==> src/rtl/supv_pkg.sv <==
package supv_pkg;
  typedef enum logic [1:0] {ST_LOCK = 2'd0, ST_REGUP = 2'd1, ST_RUN = 2'd2} supv_state_t;

  // cycles of clk in a hold window of hold_us microseconds
  function automatic longint hold_cycles(longint clk_hz, longint hold_us);
    return (clk_hz * hold_us) / 64'd1000000;
  endfunction
endpackage

==> src/rtl/supv_sync2.sv <==
module supv_sync2 #(
  parameter int W = 1
) (
  input  logic         clk,
  input  logic         rst_n,
  input  logic [W-1:0] d_i,
  output logic [W-1:0] q_o
);
  logic [W-1:0] meta_q;
  always_ff @(posedge clk or negedge rst_n) begin
    if (!rst_n) begin
      meta_q <= '0;
      q_o    <= '0;
    end else begin
      meta_q <= d_i;
      q_o    <= meta_q;
    end
  end
endmodule

==> src/rtl/supv_seq.sv <==
module supv_seq
  import supv_pkg::*;
(
  input  logic clk,
  input  logic rst_n,
  input  logic above_on_s,
  input  logic below_off_s,
  input  logic low_s,
  input  logic high_s,
  input  logic ref_s,
  output logic charger_en,
  output logic reg_en,
  output logic core_reset,
  output logic run_o
);
  supv_state_t st_q, st_d;
  logic topup_q;

  always_comb begin
    st_d = st_q;
    unique case (st_q)
      ST_LOCK:  if (above_on_s) st_d = ST_REGUP;
      ST_REGUP: if (ref_s)      st_d = ST_RUN;
      ST_RUN:   st_d = ST_RUN;
      default:  st_d = ST_LOCK;
    endcase
    if (below_off_s) st_d = ST_LOCK;
  end

  always_ff @(posedge clk or negedge rst_n) begin
    if (!rst_n) begin
      st_q    <= ST_LOCK;
      topup_q <= 1'b0;
    end else begin
      st_q <= st_d;
      if (st_q == ST_LOCK)  topup_q <= 1'b0;
      else if (low_s)       topup_q <= 1'b1;
      else if (high_s)      topup_q <= 1'b0;
    end
  end

  assign charger_en = (st_q == ST_LOCK) | topup_q;
  assign reg_en     = (st_q != ST_LOCK);
  assign core_reset = (st_q != ST_RUN);
  assign run_o      = (st_q == ST_RUN);

  a_r2_no_skip: assert property (@(posedge clk) disable iff (!rst_n)
    (st_q == ST_RUN) |-> ($past(st_q) != ST_LOCK));
  a_r3_ref_gate: assert property (@(posedge clk) disable iff (!rst_n)
    $fell(core_reset) |-> $past(ref_s));
  a_r4_relock: assert property (@(posedge clk) disable iff (!rst_n)
    below_off_s |=> (st_q == ST_LOCK));
  a_r5_topup_start: assert property (@(posedge clk) disable iff (!rst_n)
    $rose(topup_q) |-> $past(low_s));
endmodule

==> src/rtl/supv_faults.sv <==
module supv_faults
  import supv_pkg::*;
#(
  parameter longint CLK_HZ  = 125_000_000,
  parameter longint HOLD_US = 10_000
) (
  input  logic clk,
  input  logic rst_n,
  input  logic below_off_s,
  input  logic ocp_s,
  input  logic blank_done_i,
  input  logic ovp_s,
  input  logic hot_s,
  input  logic cool_s,
  output logic fault_o,
  output logic clr_evt_o
);
  localparam int HOLD_CYC = int'(hold_cycles(CLK_HZ, HOLD_US));
  localparam int CW       = $clog2(HOLD_CYC + 1);
  localparam logic [CW-1:0] LAST = CW'(HOLD_CYC - 1);

  logic [CW-1:0] cnt_q;
  logic ocp_lat_q, ovp_lat_q, ot_q;

  assign clr_evt_o = below_off_s && (cnt_q == LAST);

  always_ff @(posedge clk or negedge rst_n) begin
    if (!rst_n) begin
      cnt_q     <= '0;
      ocp_lat_q <= 1'b0;
      ovp_lat_q <= 1'b0;
      ot_q      <= 1'b0;
    end else begin
      if (!below_off_s)    cnt_q <= '0;
      else if (!clr_evt_o) cnt_q <= cnt_q + 1'b1;
      if (clr_evt_o)                  ocp_lat_q <= 1'b0;
      else if (ocp_s && blank_done_i) ocp_lat_q <= 1'b1;
      if (clr_evt_o)  ovp_lat_q <= 1'b0;
      else if (ovp_s) ovp_lat_q <= 1'b1;
      if (hot_s)       ot_q <= 1'b1;
      else if (cool_s) ot_q <= 1'b0;
    end
  end

  assign fault_o = ocp_lat_q | ovp_lat_q | ot_q;

  a_r6_ocp_qualified: assert property (@(posedge clk) disable iff (!rst_n)
    $rose(ocp_lat_q) |-> $past(ocp_s && blank_done_i));
  a_r8_clear_only_low: assert property (@(posedge clk) disable iff (!rst_n)
    ($fell(ocp_lat_q) || $fell(ovp_lat_q)) |-> $past(below_off_s));
  a_r9_ot_release: assert property (@(posedge clk) disable iff (!rst_n)
    $fell(ot_q) |-> $past(cool_s && !hot_s));
endmodule

==> src/rtl/supply_supervisor.sv <==
module supply_supervisor #(
  parameter longint CLK_HZ  = 125_000_000,
  parameter longint HOLD_US = 10_000
) (
  input  logic clk,
  input  logic rst_n,
  input  logic sup_above_on_i,
  input  logic sup_below_off_i,
  input  logic sup_low_i,
  input  logic sup_high_i,
  input  logic ocp_i,
  input  logic blank_done_i,
  input  logic ovp_i,
  input  logic temp_hot_i,
  input  logic temp_cool_i,
  input  logic ref_good_i,
  input  logic bleed_req_i,
  output logic charger_en,
  output logic bleed_en,
  output logic reg_en,
  output logic core_reset,
  output logic drv_en
);
  localparam int NF = 10;
  logic [NF-1:0] raw, syn;
  logic run, fault, clr_evt;

  assign raw = {bleed_req_i, ref_good_i, temp_cool_i, temp_hot_i, ovp_i,
                ocp_i, sup_high_i, sup_low_i, sup_below_off_i, sup_above_on_i};

  supv_sync2 #(.W(NF)) sync_i (.clk(clk), .rst_n(rst_n), .d_i(raw), .q_o(syn));

  supv_seq seq_i (
    .clk(clk), .rst_n(rst_n),
    .above_on_s(syn[0]), .below_off_s(syn[1]), .low_s(syn[2]), .high_s(syn[3]),
    .ref_s(syn[8]),
    .charger_en(charger_en), .reg_en(reg_en), .core_reset(core_reset), .run_o(run)
  );

  supv_faults #(.CLK_HZ(CLK_HZ), .HOLD_US(HOLD_US)) flt_i (
    .clk(clk), .rst_n(rst_n),
    .below_off_s(syn[1]), .ocp_s(syn[4]), .blank_done_i(blank_done_i),
    .ovp_s(syn[5]), .hot_s(syn[6]), .cool_s(syn[7]),
    .fault_o(fault), .clr_evt_o(clr_evt)
  );

  assign drv_en   = run & ~fault;
  assign bleed_en = syn[9] & ~charger_en;

  a_r1_lock_outputs: assert property (@(posedge clk) disable iff (!rst_n)
    !reg_en |-> (charger_en && core_reset && !drv_en));
  a_r7_fault_stops: assert property (@(posedge clk) disable iff (!rst_n)
    fault |-> !drv_en);
  a_r10_bleed_excl: assert property (@(posedge clk) disable iff (!rst_n)
    bleed_en |-> !charger_en);
  a_r8_clear_in_lock: assert property (@(posedge clk) disable iff (!rst_n)
    clr_evt |-> !reg_en);
endmodule

==> config.mk <==
export PLATFORM = sky130hd
export DESIGN_NAME = supply_supervisor
export DESIGN_NICKNAME = d
export VERILOG_FILES = /design/src/rtl/supv_pkg.sv /design/src/rtl/supv_sync2.sv /design/src/rtl/supv_seq.sv /design/src/rtl/supv_faults.sv /design/src/rtl/supply_supervisor.sv
export SDC_FILE = /design/constraint.sdc
export NUM_CORES = 1
export LEC_CHECK = 0
export BUFFER_PORTS_ARGS = -buffer_cell sky130_fd_sc_hd__buf_2
export CAP_MARGIN = 5
export CORE_AREA = 2 2 66 68
export DETAILED_ROUTE_END_ITERATION = 8
export DIE_AREA = 0 0 68 70
export PLACE_DENSITY = 0.76
export SLEW_MARGIN = 20
export SYNTH_ARGS = -nofsm -noshare
export SYNTH_HDL_FRONTEND = slang
export SYNTH_HIERARCHICAL = 1
export SYNTH_SLANG_ARGS = --single-unit
==> constraint.sdc <==
create_clock -name clk -period 1.45 [get_ports clk]
set_input_delay 0.29 -clock clk [delete_from_list [all_inputs] [get_ports clk]]
set_output_delay 0.29 -clock clk [all_outputs]
set_load 0.03 [all_outputs]
==> flow_metrics.py <==
metrics = {
    "setup_path": {
        "required_ns": 1.16,
        "path_cells": "inv_2, ha_4, or2_4, nor2b_4, buf_6",
        "startpoint": "seq_i/st_q[0]$_DFFE_PN0P_",
        "arrival_ns": 1.41,
        "r2r_slack_ns": -0.10,
        "path_buf_inv": 2,
        "cp.depth": 5,
        "crit_path_top_delay_cell": "dfrtp_1",
        "cpPeakStageDelay_ns": 0.39,
        "crit_family": "flip-flops",
        "crit_type": "register to output pin",
        "critPathLaunchType": "register",
        "r2r_end": "flt_i/cnt_q[0]$_DFFE_PN0P_",
        "critical_path.endpoint_type": "output pin",
        "worstPathMaxFanout": 2,
        "ff2ff_path_depth": 5,
        "setup.worst_path.end": "bleed_en",
        "r2r_start": "flt_i/cnt_q[1]$_DFFE_PN0P_",
    },
    "drt": {
        "via_per_inst": 5.231,
        "routedWlPerCell_microns": 14.36,
        "drc": 0,
        "first_iter_violations": 81,
        "dr.pass1.iters": 4,
        "drt-total-wl_microns": 4163,
        "vias": 1517,
        "ant_nets": 0,
    },
    "status": {
        "violations": "negative setup slack",
        "outcome": "complete, but fails checks",
    },
    "cells_and_area": {
        "area_delta_synth_final_pct": 39.77,
        "seqCellArea_sq_mm": 0.001179,
        "multiInputGateArea_sq_um": 937.1,
        "fillers": 308,
        "antennaDiodeCount": 0,
        "fin_nets": 255,
        "layout-drive-gt1-share_pct": 47.06,
        "fin_util_pct": 67.27,
    },
    "place": {
        "hpwl_microns": 2602,
        "portBuffers": 17,
        "dp_slack_ns": -0.1505,
        "place_congestion": 0.8063,
    },
    "timing": {
        "hold_slack_ns": 0.07780,
        "fin_tns_setup_ns": -1.287,
        "relSlewSlack_pct": 70.94,
        "final.min_clock_period_ns": 1.696,
        "fmax_mhz": 589.7,
        "fin_crit_sh_pct": 117.0,
        "worst_slew_pin_slew_ns": 0.4359,
        "skew_ns": 0.01373,
        "rsz0062_at_grt": "yes",
        "setup_viol": 17,
        "fin_ws_ns": -0.2458,
        "final_hold_viol_count": 0,
        "slew_violations": 0,
    },
    "cts": {
        "clock_sinks": 47,
        "cts-root-buf": "clkbuf_8",
        "clock_latency_ns": 0.31,
        "cts.path.max_buffers": 2,
        "cts-htree-levels": 2,
        "cts_buffers": 5,
        "clkTransAtPathRegs_ns": 0.10,
        "cts_tree": "done",
    },
    "logic_synthesis": {
        "synth.avg_cell_area_sq_um": 11.46,
        "ys.warnings.count": 6,
        "synth_fp_nets": 192,
        "synth_area_sq_mm": 0.001994,
        "synth_cells": 174,
    },
    "floorplan": {
        "fp.dieW_microns": 68,
        "dieArea_sq_mm": 0.004760,
        "die_height_microns": 70,
        "coreArea_sq_mm": 0.004144,
        "io_pins": 18,
        "rows": 24,
        "start_util_pct": 48.13,
    },
    "grt": {
        "grt_pass1_wl_microns": 6727,
        "overflow": 0,
        "grt_use_total_pct": 19.01,
        "grt_pass1_vias": 1444,
        "grt_max_degree": 30,
        "antenna_found_initial": 0,
    },
    "power_and_ir_drop": {
        "vdd_drop_max_mv": 0.7933,
        "power_w": 0.002873,
        "p_leak_nw": 1.243,
        "powerDensity_mw_per_mm2": 1031,
    },
    "worst_hold_path": {
        "hold_class": "primary input to register",
    },
    "job": {
        "cap_violations": 0,
    },
}
## through the flow
| stage | cell area, sq um | cells |
|---|---|---|
| after global routing | 2788 | 290 |
| after CTS | 2646 | 284 |
| final | 2788 | 290 |
| after detailed placement | 2405 | 272 |
| after global placement | 2405 | 272 |
| after floorplan | 2012 | 174 |
## worst min path at each step
stage	cells after the start	startpoint	slack (ns)	endpoint
finish	1	ref_good_i	0.08	sync_i/meta_q[8]$_DFF_PN0_
global route	1	bleed_req_i	0.06	sync_i/meta_q[9]$_DFF_PN0_
CTS	1	ref_good_i	0.08	sync_i/meta_q[8]$_DFF_PN0_
detailed placement	1	rst_n	0.25	sync_i/meta_q[7]$_DFF_PN0_
global placement	1	rst_n	0.25	sync_i/meta_q[7]$_DFF_PN0_
floorplan	0	rst_n	-0.006	flt_i/cnt_q[0]$_DFFE_PN0P_
## flip-flops by register name, summed over array words and instances (netlist names)
signal / cells
seq_i/topup_q: 1
flt_i/ocp_lat_q: 1
seq_i/st_q: 2
flt_i/cnt_q: 21
flt_i/ovp_lat_q: 1
sync_i/meta_q: 10
flt_i/ot_q: 1
sync_i/q_o: 10
## per-layer routing
layer / share of wire (%) / vias to the layer above / track usage [%] / routed length [microns]
met3: 3.2 / 8 / 4.348 / 132
met1: 43 / 759 / 25.46 / 1809
met2: 52 / 25 / 30.42 / 2148
met5: 0 / - / 0 / 0
met4: 1.7 / 0 / 6.000 / 72
li1: - / 725 / - / -
## final cells by class
type	instances	share of cell area (%)
clock buffers	5	2.469
clock inverters	3	0.8079
inverters	10	1.347
multi-input cells	113	33.62
flip-flops and latches	47	42.28
well taps	52	2.334
repair buffers	60	17.15
## repair_timing
item	4_1_cts	5_1_grt
hold buffers	1	0
pin swaps	19	12
setup buffers	3	8
setup endpoints to repair	21	23
resized for setup	32	24
endpoints found under the hold margin	18	0
## cell usage in the layout, fill, tap and decap left out, types with 2 or more instances in the layout
cell type,instances
a21oi_1,3
a21oi_2,4
and3_1,2
and3_4,2
and4_4,2
buf_2,13
buf_4,33
buf_6,12
clkbuf_8,5
dfrtp_1,45
dfrtp_2,2
ha_4,3
inv_1,5
inv_2,4
inv_6,2
mux2i_1,5
nand2_1,12
nand2b_1,6
nand3_2,5
nand3_4,2
nand3b_1,2
nand4_1,6
nor2_1,13
nor2_2,2
nor2b_4,2
nor3_1,2
nor4_2,2
nor4b_2,2
o21ai_0,4
or2_4,2
or3_1,3
or3_4,3
xnor2_1,4
xor2_1,5
## power breakdown
part | internal, W | switching [W] | total (W)
Sequential | 0.00138 | 0.0000381 | 0.00141
Clock | 0.000349 | 0.000461 | 0.000810
Combinational | 0.000320 | 0.000329 | 0.000649
Total | 0.00205 | 0.000828 | 0.00287
No activity file was read; power rests on OpenSTA's default activity.
